## src/rtl/xwd_pkg.sv

```systemverilog
package xwd_pkg;

  typedef enum logic [1:0] {
    OUT_NONE    = 2'd0,
    OUT_OK      = 2'd1,
    OUT_IOERR   = 2'd2,
    OUT_TIMEOUT = 2'd3
  } outcome_e;

  typedef enum logic [1:0] {
    S_IDLE,
    S_CHECK,
    S_WAIT,
    S_REPORT
  } wdState_e;

  // strobes from control to datapath
  typedef struct packed {
    logic capture;   // latch deadline and start tick
    logic watching;  // expiry compare is meaningful
  } dpCtrl_t;

endpackage

```

## src/rtl/xwd_deadline.sv

```systemverilog
module xwd_deadline #(
  parameter int BYTE_W     = 32,
  parameter int MIB_SHIFT  = 20,
  parameter int MS_PER_MIB = 333,
  parameter int FLOOR_MS   = 1000,
  parameter int DL_W       = 22
) (
  input  logic [BYTE_W-1:0] byteCount,
  output logic [DL_W-1:0]   deadline
);

  localparam int MIB_W = BYTE_W - MIB_SHIFT + 1;

  logic [MIB_W-1:0] wholeMib;
  logic             partialMib;
  logic [MIB_W-1:0] sizeMib;
  logic [DL_W-1:0]  scaledMs;

  always_comb begin
    wholeMib   = MIB_W'(byteCount >> MIB_SHIFT);
    partialMib = |byteCount[MIB_SHIFT-1:0];
    sizeMib    = wholeMib + MIB_W'(partialMib);
    scaledMs   = DL_W'(sizeMib) * DL_W'(MS_PER_MIB);
    if (scaledMs < DL_W'(FLOOR_MS)) deadline = DL_W'(FLOOR_MS);
    else                            deadline = scaledMs;
  end

endmodule

```

## src/rtl/xwd_datapath.sv

```systemverilog
module xwd_datapath
  import xwd_pkg::*;
#(
  parameter int BYTE_W     = 32,
  parameter int TICK_W     = 24,
  parameter int MIB_SHIFT  = 20,
  parameter int MS_PER_MIB = 333,
  parameter int FLOOR_MS   = 1000,
  parameter int DL_W       = 22
) (
  input  logic              clk,
  input  logic              rstN,
  input  logic              msTick,
  input  logic [BYTE_W-1:0] byteCount,
  input  dpCtrl_t           ctrl,
  output logic              expired
);

  localparam int CMP_W = ((DL_W > TICK_W) ? DL_W : TICK_W) + 1;

  logic [DL_W-1:0]   nextDeadline;
  logic [DL_W-1:0]   dlReg;
  logic [TICK_W-1:0] tickCnt;
  logic [TICK_W-1:0] startTick;
  logic [TICK_W-1:0] elapsed;

  xwd_deadline #(
    .BYTE_W(BYTE_W), .MIB_SHIFT(MIB_SHIFT), .MS_PER_MIB(MS_PER_MIB),
    .FLOOR_MS(FLOOR_MS), .DL_W(DL_W)
  ) u_deadline (
    .byteCount(byteCount),
    .deadline (nextDeadline)
  );

  // free-running millisecond counter, allowed to wrap
  always_ff @(posedge clk) begin
    if (!rstN)       tickCnt <= '0;
    else if (msTick) tickCnt <= tickCnt + 1'b1;
  end

  always_ff @(posedge clk) begin
    if (!rstN) begin
      dlReg     <= DL_W'(FLOOR_MS);
      startTick <= '0;
    end else if (ctrl.capture) begin
      dlReg     <= nextDeadline;
      startTick <= tickCnt;
    end
  end

  // modular difference stays right across a wrap
  assign elapsed = tickCnt - startTick;
  assign expired = ctrl.watching &&
                   (CMP_W'(elapsed) > CMP_W'(dlReg));

  assert_deadline_floor_R2: assert property (@(posedge clk) disable iff (!rstN)
    ctrl.capture |=> (dlReg >= DL_W'(FLOOR_MS)));

  assert_expiry_needs_time_R5: assert property (@(posedge clk) disable iff (!rstN)
    expired |-> (elapsed != '0));

endmodule

```

## src/rtl/xwd_control.sv

```systemverilog
module xwd_control
  import xwd_pkg::*;
(
  input  logic     clk,
  input  logic     rstN,
  input  logic     startReq,
  input  logic     xferDone,
  input  logic     dmaErr,
  input  logic     expired,
  output dpCtrl_t  ctrl,
  output logic     busy,
  output logic     outValid,
  output outcome_e outCode,
  output logic     doneClr,
  output logic     dmaCleanup
);

  wdState_e state;
  wdState_e stateNext;
  outcome_e codeNext;

  always_comb begin
    stateNext = state;
    codeNext  = outCode;
    unique case (state)
      S_IDLE:   if (startReq) stateNext = S_CHECK;
      S_CHECK: begin
        if (dmaErr) begin
          codeNext  = OUT_IOERR;
          stateNext = S_REPORT;
        end else begin
          stateNext = S_WAIT;
        end
      end
      S_WAIT: begin
        // completion is checked first so it wins a tie with expiry
        if (xferDone) begin
          codeNext  = OUT_OK;
          stateNext = S_REPORT;
        end else if (expired) begin
          codeNext  = OUT_TIMEOUT;
          stateNext = S_REPORT;
        end
      end
      S_REPORT: stateNext = S_IDLE;
      default:  stateNext = S_IDLE;
    endcase
  end

  always_ff @(posedge clk) begin
    if (!rstN) begin
      state   <= S_IDLE;
      outCode <= OUT_NONE;
    end else begin
      state   <= stateNext;
      outCode <= codeNext;
    end
  end

  always_comb begin
    ctrl.capture  = (state == S_IDLE) && startReq;
    ctrl.watching = (state == S_WAIT);
  end

  assign busy       = (state != S_IDLE);
  assign outValid   = (state == S_REPORT);
  assign dmaCleanup = (state == S_REPORT);
  assign doneClr    = (state == S_REPORT) && (outCode == OUT_OK);

  assert_ioerr_early_R3: assert property (@(posedge clk) disable iff (!rstN)
    (state == S_CHECK && dmaErr) |=> (outValid && outCode == OUT_IOERR));

  assert_clear_only_ok_R4: assert property (@(posedge clk) disable iff (!rstN)
    doneClr |-> (outValid && outCode == OUT_OK));

  assert_timeout_after_expiry_R5: assert property (@(posedge clk) disable iff (!rstN)
    (outValid && outCode == OUT_TIMEOUT) |-> $past(expired));

  assert_done_wins_R7: assert property (@(posedge clk) disable iff (!rstN)
    (state == S_WAIT && xferDone && expired) |=> (outCode == OUT_OK));

  assert_single_report_R8: assert property (@(posedge clk) disable iff (!rstN)
    outValid |=> (!outValid && !busy));

  assert_wait_ignores_err_R9: assert property (@(posedge clk) disable iff (!rstN)
    (outValid && outCode == OUT_IOERR) |-> $past(state == S_CHECK));

endmodule

```

## src/rtl/xfer_watchdog.sv

```systemverilog
module xfer_watchdog
  import xwd_pkg::*;
#(
  parameter int BYTE_W     = 32,
  parameter int TICK_W     = 24,
  parameter int MIB_SHIFT  = 20,
  parameter int MS_PER_MIB = 333,
  parameter int FLOOR_MS   = 1000
) (
  input  logic              clk,
  input  logic              rstN,
  input  logic              msTick,
  input  logic              startReq,
  input  logic [BYTE_W-1:0] byteCount,
  input  logic              xferDone,
  input  logic              dmaErr,
  output logic              busy,
  output logic              outValid,
  output logic [1:0]        outCode,
  output logic              doneClr,
  output logic              dmaCleanup
);

  localparam int MIB_W   = BYTE_W - MIB_SHIFT + 1;
  localparam int SCALE_W = MIB_W + $clog2(MS_PER_MIB + 1);
  localparam int FLOOR_W = $clog2(FLOOR_MS + 1);
  localparam int DL_W    = (SCALE_W > FLOOR_W) ? SCALE_W : FLOOR_W;

  dpCtrl_t  dpCtrl;
  logic     expired;
  outcome_e codeEnum;

  xwd_datapath #(
    .BYTE_W(BYTE_W), .TICK_W(TICK_W), .MIB_SHIFT(MIB_SHIFT),
    .MS_PER_MIB(MS_PER_MIB), .FLOOR_MS(FLOOR_MS), .DL_W(DL_W)
  ) u_datapath (
    .clk      (clk),
    .rstN     (rstN),
    .msTick   (msTick),
    .byteCount(byteCount),
    .ctrl     (dpCtrl),
    .expired  (expired)
  );

  xwd_control u_control (
    .clk       (clk),
    .rstN      (rstN),
    .startReq  (startReq),
    .xferDone  (xferDone),
    .dmaErr    (dmaErr),
    .expired   (expired),
    .ctrl      (dpCtrl),
    .busy      (busy),
    .outValid  (outValid),
    .outCode   (codeEnum),
    .doneClr   (doneClr),
    .dmaCleanup(dmaCleanup)
  );

  assign outCode = codeEnum;

  assert_cleanup_with_report_R8: assert property (@(posedge clk) disable iff (!rstN)
    outValid |-> dmaCleanup);

endmodule

```

## config.mk

```make
export PLATFORM = sky130hd
export DESIGN_NAME = xfer_watchdog
export DESIGN_NICKNAME = d
export VERILOG_FILES = /design/src/rtl/xwd_pkg.sv /design/src/rtl/xwd_deadline.sv /design/src/rtl/xwd_datapath.sv /design/src/rtl/xwd_control.sv /design/src/rtl/xfer_watchdog.sv
export SDC_FILE = /design/constraint.sdc
export NUM_CORES = 1
export LEC_CHECK = 0
export BUFFER_PORTS_ARGS = -buffer_cell sky130_fd_sc_hd__buf_2
export CAP_MARGIN = 0
export CORE_MARGIN = 3
export CORE_UTILIZATION = 59
export DETAILED_ROUTE_END_ITERATION = 12
export GPL_TIMING_DRIVEN = 0
export PLACE_DENSITY = 0.79
export SYNTH_ARGS = -nofsm -noshare
export SYNTH_HDL_FRONTEND = slang
export SYNTH_SLANG_ARGS = --single-unit
```

## constraint.sdc

```tcl
create_clock -name clk -period 10.25 [get_ports clk]
set_input_delay 2.05 -clock clk [delete_from_list [all_inputs] [get_ports clk]]
set_output_delay 2.05 -clock clk [all_outputs]
set_load 0.005 [all_outputs]
```

==> flow_summary.toml <==
[grt]
antenna_found_initial = 0
grt_pass1_wl_um = 27000
grt_pass1_vias = 5754
grt_overflow = 0
track_usage_pct = 24.4
grt_start_max_net_pins = 13

[sta]
period_share_pct = 81.3
max_freq_ghz = 0.120
rsz0062_at_grt = "false"
hold_violations = 0
tightest_slew_ns = 0.627
slew_headroom_pct = 58.2
clock_skew_ns = 0.00451
tns_ns = 0
drv_slew = 0
fin_crit_ns = 8.33
setup_viol = 0

[synth]
yosysUniqueCellTypes = 59
syn-cell-area_mm2 = 0.00724
synthArstFlopShare_pct = 0
synth-seq-cells = 74
yosysTopAreaCellShare_pct = 20.5
syn-num-nets = 1061
synth_area_leader_cell = "dfxtp_1"
syn_avg_cell_area_um2 = 8.16
ys_top_cells_by_area = "dfxtp_1 20%, ha_1 18%, fa_1 8.0%"
synth_edf_count = 0
synth-seq-area-share_pct = 20.5
synthCells = 887
synth_flop_cell = "dfxtp_1"
ys_warn_count = 0

[layout]
post-route-util_pct = 67.8
area_growth_pct = 9.59
fillers = 993
fin_nets = 1114
diodes = 0
drive_above_1_share_pct = 7.94
fin_cells = 1088

[clock_tree]
cts_setup_buffers = 0
ctsHtreeMaxLevel = 3
clk_path_buf_depth = 2
clkLatencyLatePin_ns = 0.34
cts-resized-gates = 0
cts_tree = "built"
cts_hold_buf = 0
cts_num_sinks = 74
root_buffer = "clkbuf_16"
cts_inserted_buffers = 9
path_clk_slew_ns = 0.06

[setup_path]
crit_path_end_kind = "register"
cp_slowest_cell = "or4_4"
crit_path_max_incr_delay_ns = 0.55
critPathBufInv = 8
path_max_fanout = 10
crit_family = "adder cells"
cp.arrival_ns = 8.61
critPathMostFrequentCell = "inv_1"
cp-start-kind = "input port"
worstSetupPathType = "in -> reg"
crit_required_ns = 10.53

[outcome]
status = "finished, final reports clean"

[placement]
gp_congestion = 0.840
dp_cells = 1072
post-dp-hpwl_um = 12400
port_buffers = 42

[route]
drt_iter0_drc = 329
vias_per_cell = 5.65
wl_um = 15500
vias = 6150
drc = 0
drtAntennaViolNets = 0
firstDrtPassIters = 7
wire_per_inst_um = 14.3

[floorplanning]
design.die.area_mm2 = 0.0136
coreArea_mm2 = 0.0117
die_w_um = 117
fp-row-count = 39
io_pins = 44
die_h_um = 117
initial_core_util_pct = 61.8

[power]
power_density_mw_per_mm2 = 195
p_leak_nw = 3.75
power.total_mw = 1.55
ir_drop_uv = 142

[flow_run]
cap_violations = 0

[min_path]
hp-class = "reg -> reg"
power by group:
part	total [mW]	switching, mW	internal, mW
logic	0.881	0.513	0.368
registers	0.346	0.0214	0.324
clock network	0.323	0.123	0.200
total	1.55	0.657	0.893
cells by family (layout without fill, tap and decap cells):
family / count (synthesis) / count (layout) / share of synthesized area [%]
and+or+nand+nor: 273 / 273 / 19.1
AOI/OAI and AO/OA: 185 / 185 / 18.1
buffers and inverters: 156 / 214 / 8.15
adders and majority gates: 136 / 136 / 26.5
DFF: 74 / 74 / 20.5
xor gates and xnor gates: 58 / 58 / 7.01
muxes: 5 / 5 / 0.691
state kept, by name, indices dropped and copies added (netlist names):
signal,flops
u_control.outCode,2
u_control.state,2
u_datapath.dlReg,22
u_datapath.startTick,24
u_datapath.tickCnt,24
synth_stat cells (all sizes together), types with 3 or more instances:
master	count
fa	29
xor2	23
and3	15
and4	5
a21oi	33
nor2	35
o22ai	6
o211a	4
dfxtp	74
xnor2	35
nand2b	6
inv	136
o32a	5
nor4	6
o21a	13
or3	8
nor2b	11
ha	107
a21o	18
o2111ai	3
nor3	11
and2	31
nand4	13
a31oi	7
nand2	90
nand3	32
o211ai	5
mux2i	5
a211o	7
nor3b	5
clkbuf	19
a211oi	9
o21ai	24
a21boi	32
area by class of cell:
type                       instances  area (um2)  area share (%)
sequential                        74        1480            18.7
multi-input combinational        657        5170            65.1
clock buffer                      11         253            3.18
tap                              143         179            2.25
timing repair buffer              42         210            2.65
clock inverter                     5        52.6           0.662
buffer                            20        80.1            1.01
inverter                         136         510            6.43
metal layers:
metal  up-vias  routed length (um)  track usage (%)
li1       3142                   -                -
met1      2855                7680             35.5
met2       133                6890             37.8
met3        20                 746             4.42
met4         0                 209             5.50
met5         -                   0                0
cells in the final DEF, fill, tap and decap left out, types with 6 or more instances in the layout:
cell       count
nor3_1        10
a211o_1        7
a21o_1        17
dfxtp_1       74
a31oi_1        7
or3_1          8
fa_1          29
and2_1        31
xnor2_1       35
o21ai_0       22
clkbuf_16      9
inv_1        136
clkbuf_1      18
nand2_1       90
nand2b_1       6
nor4_1         6
nor2_1        35
a21oi_1       33
ha_1         107
o21a_1        13
nand4_1       13
and3_1        15
a21boi_0      32
nand3_1       32
a211oi_1       9
buf_2         42
nor2b_1       11
xor2_1        23
tightest hold or removal path: cells and delay by family (launching register included):
kind,cells,cell delay [ns]
DFF,1,0.31
AOI/OAI and AO/OA,1,0.06
and+or+nand+nor,1,0.04
worst paths after layout:
| kind | startpoint | end | slack [ns] | cells past startpoint |
|---|---|---|---|---|
| max | byteCount[10] | u_datapath.dlReg[8] | 1.92 | 28 |
| max reg2reg | u_datapath.tickCnt[4] | u_control.outCode[1] | 5.52 | 18 |
| min reg2reg | u_datapath.startTick[22] | u_datapath.startTick[22] | 0.46 | 2 |
| min | u_datapath.startTick[22] | u_datapath.startTick[22] | 0.46 | 2 |
metrics by stage:
step	setup WS, ns	hold WS (ns)	area, um2
floorplan	2.48	0.441	7240
global placement	1.70	0.451	7630
detailed placement	1.60	0.458	7630
CTS	1.93	0.465	7940
global route	1.44	0.483	7940
finish	1.92	0.462	7940
Note: power is estimated with default switching activity, not from simulation.
